<file path="src/rtl/opsb_pkg.sv">
package opsb_pkg;

  localparam int STAGE_W = 8;

  typedef logic [STAGE_W-1:0] stage_t;

  // Marker for "operand is not a source / not a destination".
  localparam stage_t STAGE_NONE = 8'hFF;

  // A producer whose result lands at stage 0 or 1 is already available
  // to any instruction issued later, so it never needs tracking.
  localparam stage_t STAGE_TRACK_MIN = 8'd2;

  function automatic logic stage_is_live(input stage_t s);
    return s != STAGE_NONE;
  endfunction

endpackage

</file>
<file path="src/rtl/sb_entry_table.sv">
module sb_entry_table
  import opsb_pkg::*;
#(
  parameter int DEPTH = 8,
  parameter int IDX_W = 5,
  localparam int SLOT_W = (DEPTH > 1) ? $clog2(DEPTH) : 1
) (
  input  logic                        clk,
  input  logic                        rst,
  input  logic                        we,
  input  logic [SLOT_W-1:0]           wslot,
  input  logic [IDX_W-1:0]            widx,
  input  stage_t                      wcnt,
  output logic [DEPTH-1:0]            ent_vld,
  output logic [DEPTH-1:0][IDX_W-1:0] ent_idx,
  output logic [DEPTH-1:0][STAGE_W-1:0] ent_cnt
);

  for (genvar i = 0; i < DEPTH; i++) begin : g_ent
    logic hit;
    assign hit = we && (wslot == SLOT_W'(i));

    always_ff @(posedge clk) begin
      if (rst) begin
        ent_vld[i] <= 1'b0;
        ent_idx[i] <= '0;
        ent_cnt[i] <= '0;
      end else if (hit) begin
        ent_vld[i] <= 1'b1;
        ent_idx[i] <= widx;
        ent_cnt[i] <= wcnt;
      end else if (ent_vld[i]) begin
        ent_cnt[i] <= ent_cnt[i] - 1'b1;
        ent_vld[i] <= (ent_cnt[i] != 8'd1);
      end
    end

    // a live entry always has cycles left to count
    p_live_nonzero_r3: assert property (@(posedge clk) disable iff (rst)
      ent_vld[i] |-> (ent_cnt[i] != 8'd0));

    // untouched entries fall by exactly one each clock
    p_count_down_r7: assert property (@(posedge clk) disable iff (rst)
      (ent_vld[i] && !hit && ent_cnt[i] > 8'd1)
      |=> (ent_vld[i] && ent_cnt[i] == $past(ent_cnt[i]) - 8'd1));

    // an entry at its last count frees on the next clock
    p_retire_r11: assert property (@(posedge clk) disable iff (rst)
      (ent_vld[i] && !hit && ent_cnt[i] == 8'd1) |=> !ent_vld[i]);

    // register 0 never owns an entry
    p_no_reg0_r9: assert property (@(posedge clk) disable iff (rst)
      ent_vld[i] |-> (ent_idx[i] != '0));
  end

endmodule

</file>
<file path="src/rtl/sb_src_check.sv">
module sb_src_check
  import opsb_pkg::*;
#(
  parameter int DEPTH = 8,
  parameter int IDX_W = 5
) (
  input  logic                          clk,
  input  logic                          rst,
  input  logic [DEPTH-1:0]              ent_vld,
  input  logic [DEPTH-1:0][IDX_W-1:0]   ent_idx,
  input  logic [DEPTH-1:0][STAGE_W-1:0] ent_cnt,
  input  logic [IDX_W-1:0]              src_idx,
  input  stage_t                        rd_stage,
  output logic                          hazard
);

  logic [DEPTH-1:0] match;
  stage_t           remain;

  always_comb begin
    remain = '0;
    for (int i = 0; i < DEPTH; i++) begin
      match[i] = ent_vld[i] && (ent_idx[i] == src_idx);
      if (match[i]) remain = remain | ent_cnt[i];
    end
    hazard = stage_is_live(rd_stage) && (remain > rd_stage);
  end

  // replacement keeps at most one owner per register
  p_one_owner_r8: assert property (@(posedge clk) disable iff (rst)
    $onehot0(match));

endmodule

</file>
<file path="src/rtl/sb_slot_pick.sv">
module sb_slot_pick
  import opsb_pkg::*;
#(
  parameter int DEPTH = 8,
  parameter int IDX_W = 5,
  localparam int SLOT_W = (DEPTH > 1) ? $clog2(DEPTH) : 1
) (
  input  logic [DEPTH-1:0]            ent_vld,
  input  logic [DEPTH-1:0][IDX_W-1:0] ent_idx,
  input  logic [IDX_W-1:0]            dst_idx,
  output logic [SLOT_W-1:0]           slot,
  output logic                        slot_ok
);

  logic              hit_any, free_any;
  logic [SLOT_W-1:0] hit_slot, free_slot;

  always_comb begin
    hit_any   = 1'b0;
    free_any  = 1'b0;
    hit_slot  = '0;
    free_slot = '0;
    for (int i = DEPTH - 1; i >= 0; i--) begin
      if (ent_vld[i] && ent_idx[i] == dst_idx) begin
        hit_any  = 1'b1;
        hit_slot = SLOT_W'(i);
      end
      if (!ent_vld[i]) begin
        free_any  = 1'b1;
        free_slot = SLOT_W'(i);
      end
    end
    slot    = hit_any ? hit_slot : free_slot;
    slot_ok = hit_any || free_any;
  end

endmodule

</file>
<file path="src/rtl/operand_interlock_sb.sv">
module operand_interlock_sb
  import opsb_pkg::*;
#(
  parameter int NUM_REGS = 32,
  parameter int DEPTH    = 8,
  localparam int IDX_W   = (NUM_REGS > 1) ? $clog2(NUM_REGS) : 1,
  localparam int SLOT_W  = (DEPTH > 1) ? $clog2(DEPTH) : 1
) (
  input  logic             clk,
  input  logic             rst,
  input  logic             issue_valid,
  input  logic [IDX_W-1:0] src_a_idx,
  input  logic [7:0]       src_a_rd,
  input  logic [IDX_W-1:0] src_b_idx,
  input  logic [7:0]       src_b_rd,
  input  logic [IDX_W-1:0] dst_idx,
  input  logic [7:0]       dst_wr,
  output logic             stall
);

  logic [DEPTH-1:0]              ent_vld;
  logic [DEPTH-1:0][IDX_W-1:0]   ent_idx;
  logic [DEPTH-1:0][STAGE_W-1:0] ent_cnt;

  logic [1:0]        src_haz;
  logic [SLOT_W-1:0] slot;
  logic              slot_ok;
  logic              needs_entry;
  logic              alloc_we;

  // Two source ports share one checker shape.
  logic [1:0][IDX_W-1:0] src_idx_v;
  stage_t [1:0]          src_rd_v;
  assign src_idx_v = {src_b_idx, src_a_idx};
  assign src_rd_v  = {src_b_rd, src_a_rd};

  for (genvar s = 0; s < 2; s++) begin : g_src
    sb_src_check #(.DEPTH(DEPTH), .IDX_W(IDX_W)) u_chk (
      .clk      (clk),
      .rst      (rst),
      .ent_vld  (ent_vld),
      .ent_idx  (ent_idx),
      .ent_cnt  (ent_cnt),
      .src_idx  (src_idx_v[s]),
      .rd_stage (src_rd_v[s]),
      .hazard   (src_haz[s])
    );
  end

  sb_slot_pick #(.DEPTH(DEPTH), .IDX_W(IDX_W)) u_pick (
    .ent_vld (ent_vld),
    .ent_idx (ent_idx),
    .dst_idx (dst_idx),
    .slot    (slot),
    .slot_ok (slot_ok)
  );

  assign needs_entry = (dst_idx != '0) && stage_is_live(dst_wr)
                       && (dst_wr >= STAGE_TRACK_MIN);

  assign stall    = issue_valid && ((|src_haz) || (needs_entry && !slot_ok));
  assign alloc_we = issue_valid && !stall && needs_entry;

  sb_entry_table #(.DEPTH(DEPTH), .IDX_W(IDX_W)) u_tab (
    .clk     (clk),
    .rst     (rst),
    .we      (alloc_we),
    .wslot   (slot),
    .widx    (dst_idx),
    .wcnt    (dst_wr - 8'd1),
    .ent_vld (ent_vld),
    .ent_idx (ent_idx),
    .ent_cnt (ent_cnt)
  );

  // whenever the table has room, the picker offers a slot
  p_room_gives_slot_r11: assert property (@(posedge clk) disable iff (rst)
    ($countones(ent_vld) < DEPTH) |-> slot_ok);

  // occupancy grows by at most one entry per clock
  p_grow_one_r11: assert property (@(posedge clk) disable iff (rst)
    $countones(ent_vld) <= $past($countones(ent_vld)) + 1);

  // the clock after reset the table holds nothing
  p_empty_after_reset_r1: assert property (@(posedge clk)
    $fell(rst) |-> (ent_vld == '0));

endmodule

</file>
<file path="config.mk">
export PLATFORM = sky130hd
export DESIGN_NAME = operand_interlock_sb
export DESIGN_NICKNAME = d
export VERILOG_FILES = /design/src/rtl/opsb_pkg.sv /design/src/rtl/sb_entry_table.sv /design/src/rtl/sb_src_check.sv /design/src/rtl/sb_slot_pick.sv /design/src/rtl/operand_interlock_sb.sv
export SDC_FILE = /design/constraint.sdc
export NUM_CORES = 1
export LEC_CHECK = 0
export BUFFER_PORTS_ARGS = -buffer_cell sky130_fd_sc_hd__buf_2
export CAP_MARGIN = 20
export CELL_PAD_IN_SITES_DETAIL_PLACEMENT = 2
export CELL_PAD_IN_SITES_GLOBAL_PLACEMENT = 2
export CORE_UTILIZATION = 42
export CTS_BUF_LIST = sky130_fd_sc_hd__clkbuf_16
export CTS_CLUSTER_SIZE = 30
export DETAILED_ROUTE_END_ITERATION = 7
export GPL_TIMING_DRIVEN = 0
export PLACE_DENSITY = 0.95
export SYNTH_ARGS = -nofsm -noshare
export SYNTH_HDL_FRONTEND = slang
export SYNTH_SLANG_ARGS = --single-unit
export TNS_END_PERCENT = 30
</file>
<file path="constraint.sdc">
create_clock -name clk -period 8.7 [get_ports clk]
set_clock_uncertainty 0.15 [all_clocks]
set_input_delay 0.435 -clock clk [delete_from_list [all_inputs] [get_ports clk]]
set_output_delay 0.435 -clock clk [all_outputs]
set_load 0.03 [all_outputs]
</file>
==> flow_summary.toml <==
[status]
run_status = "finished, final reports clean"

[setup_path]
crit_path_end_kind = "flop"
critPathRequiredTime_ns = 8.83
r2r_cells = 16
crit_slowest_cell = "o31ai_1"
cp.arrival_ns = 5.97
cp_max_fo = 10
path_cells = "clkbuf_1 -> xor2_1 -> nor4_1 -> and3_1 -> clkbuf_1 -> a22oi_1 -> nand4_1 -> ha_1 -> a21o_1 -> a21oi_1 -> o21ai_0 -> o31ai_1 -> nand4_2 -> and4bb_2 -> nor2b_1 -> buf_4 -> mux2_2"
path_class = "input port to flop"
crit_top_cell = "clkbuf_1"
path_buf_inv = 3
critical_path.top_delay_family = "simple AND/OR/NAND/NOR gates"
crit_path_start_kind = "input port"
slowest_delay_ns = 0.71
cp.depth = 17

[power]
leakage_nw = 3.75
intPower_w = 0.000808
ir_worst_vdd_v = 0.0000962
seqPwrFrac_pct = 46.8
p_clk_share_pct = 34.5
combPwrFrac_pct = 18.7
p_per_area_nw_per_um2 = 132
sw_frac_of_total_pct = 33.2
switchingPower_w = 0.000402

[route]
top_layer = "met4"
drt_iter0_drc = 625
m1WireLength_um = 14400
ant_nets = 0
dr_total_vias = 8315
drt_pass1_iterations = 5
post_drt_wl_per_cell_um = 28.8
wl_met3_um = 1870
via_per_inst = 6.44
drcViolationCount = 0
wl_um = 37200
met2_length_um = 18600

[floorplanning]
io_pins = 43
dieArea_um2 = 20700
fp.dieH_um = 144
initial_core_util_pct = 43.2
die_w_um = 144
num_rows = 51
coreArea_um2 = 19600

[grt]
antenna_found_initial = 0
grt_pass1_wl_um = 56600
grt_max_degree = 18
overflow = 0
grtUsageTotal_pct = 37.4
grt_pass1_vias = 9401

[synth]
muxShareOfSynthArea_pct = 11.5
avgSynthCellArea_um2 = 8.60
synth_top_area_cell = "dfxtp_1"
syn-num-nets = 1060
netlist_area_um2 = 8460
synth_edf_count = 0
synth-main-ff-cell = "dfxtp_1"
yosysSeqAreaShare_pct = 26.5
synth_warnings = 0
synth_top_family_by_area = "simple AND/OR/NAND/NOR gates"
synthSimpleGateAreaFrac_pct = 20.1
synth.distinct_cells = 54
synth_area_leaders = "dfxtp_1, xor2_1, xnor2_1"
async_reset_ff_share_pct = 0
synthCells = 983
synth_xor_area_share_pct = 17.6
yosysTopAreaCellShare_pct = 26.5
ys_seq_elements = 112
synthAdderAreaFrac_pct = 5.18
synth_compound_area_share_pct = 12.6

[finish]
drive_gt1_share_pct = 11.7
area_delta_synth_final_pct = 8.73
final_area_um2 = 9200
nNetsFinal = 1099
fin_util_pct = 46.9
diodes = 0
fill_cells = 2181

[clock_network]
clk_latency_ns = 0.39
cts_resized = 0
cts_sinks = 112
cts_setup_buffers = 0
cts_tree = "yes"
cts_hold_buffers = 0
ctsRootBufferMaster = "clkbuf_16"
h-tree-depth = 3
clock_path_buffers = 2
clk_pin_slew_ns = 0.08
cts_made_buffers = 9

[timing]
drv_slew = 0
rsz0062_at_grt = "no"
finalSetupViolations = 0
min_period_ns = 5.84
slew_headroom_pct = 27.6
tightest_slew_ns = 1.07
fmax_mhz = 171
hold_violations = 0
holdWs_ns = 0.419
fin_setup_tns_ns = 0
period_share_pct = 67.1

[place]
dp_hpwl_um = 27700
dpl_cell_area_um2 = 8930
port_buffers = 26
gp_congestion = 0.910

[hold_path]
hold_depth = 2
hold_class = "flop to flop"

[flow_run]
maxCapViolations = 0
-- per-layer routing --
layer  GRT usage (%)  vias up
met3            6.26      146
met2            67.2      373
li1                -     3560
met4            24.2        0
met5               0        -
met1            40.3     4236
-- worst register-to-register path: stages (launching register included) --
cell,delay [ns]
dfxtp_1,0.33
clkbuf_1,0.32
inv_1,0.24
nor3_1,0.55
buf_2,0.34
a22oi_1,0.14
nand4_1,0.20
ha_1,0.28
a21o_1,0.19
a21oi_1,0.22
o21ai_0,0.14
o31ai_1,0.71
nand4_2,0.34
and4bb_2,0.41
nor2b_1,0.36
buf_4,0.30
mux2_2,0.36
-- path summary, 6_finish.rpt --
check / startpoint / to / slack [ns]
worst min register to register: u_tab.ent_idx[17] / u_tab.ent_idx[17] / 0.42
worst max-delay path: src_b_idx[2] / u_tab.ent_cnt[51] / 2.86
worst min-delay path: u_tab.ent_idx[17] / u_tab.ent_idx[17] / 0.42
worst max register to register: u_tab.ent_vld[3] / u_tab.ent_cnt[51] / 3.02
-- synth_stat cells (4+ instances only) --
cell type / number
inv_1: 41
or4_1: 8
nor2_1: 66
buf_6: 12
dfxtp_1: 112
buf_1: 12
o21ai_0: 14
mux2i_1: 40
nand2b_1: 49
nand3_1: 27
xnor2_1: 68
mux2_2: 40
a22oi_1: 64
xor2_1: 102
a211oi_1: 11
ha_1: 35
mux2_4: 8
nand4_1: 27
or3_1: 10
clkbuf_1: 47
nor4_1: 33
nand2_1: 26
a21oi_1: 29
nor3_1: 19
and3_1: 19
buf_2: 4
o31ai_1: 14
o41ai_1: 6
-- sequential cells by signal (all words and copies together), names as in the netlist --
signal,count
u_tab.ent_idx,40
u_tab.ent_vld,8
u_tab.ent_cnt,64
-- logic make-up (layout without fill, tap and decap cells) --
logic type	count (synthesis)	after routing
AO/OA/AOI/OAI	154	154
XOR/XNOR	170	170
adder cells (fa/ha/maj)	35	35
buffers and inverters	119	163
flip-flops	112	112
multiplexers	88	88
AND/OR/NAND/NOR	305	305
-- power by group through the flow --
stage / registers [W] / logic [W] / clock network, W
final: 0.000567 / 0.000226 / 0.000417
after floorplan: 0.000561 / 0.000148 / 0
after global routing: 0.000567 / 0.000239 / 0.000435
after global placement: 0.000574 / 0.000200 / 0
after CTS: 0.000565 / 0.000223 / 0.000421
after detailed placement: 0.000576 / 0.000219 / 0
-- cell usage in the layout (no fill, tap or decap), drive strengths merged, types with 27 or more instances in the layout --
cell type	instances
nor4	35
clkbuf	56
xor2	102
nor2	66
dfxtp	112
buf	59
mux2i	40
a22oi	64
nand2	27
xnor2	68
a21oi	29
nand4	28
ha	35
nand2b	50
mux2	48
inv	43
nand3	27
-- stage by stage --
stage / setup WS (ns) / power (W) / cells
6_report: 2.86 / 0.00121 / 1292
3_3_place_gp: 2.51 / 0.000774 / 1274
5_1_grt: 2.65 / 0.00124 / 1292
2_1_floorplan: 4.37 / 0.000709 / 983
4_1_cts: 2.96 / 0.00121 / 1292
3_5_place_dp: 2.61 / 0.000795 / 1276
-- final cells by class --
cell class	instances	area, um^2	area share [%]
tap	265	332	3.61
inverter	41	154	1.67
buffer	78	399	4.34
sequential	112	2240	24.4
clock inverter	7	41.3	0.449
multi-input combinational	752	5660	61.6
timing repair buffer	28	140	1.52
clock buffer	9	225	2.45
(Power assumes the default switching activity.)
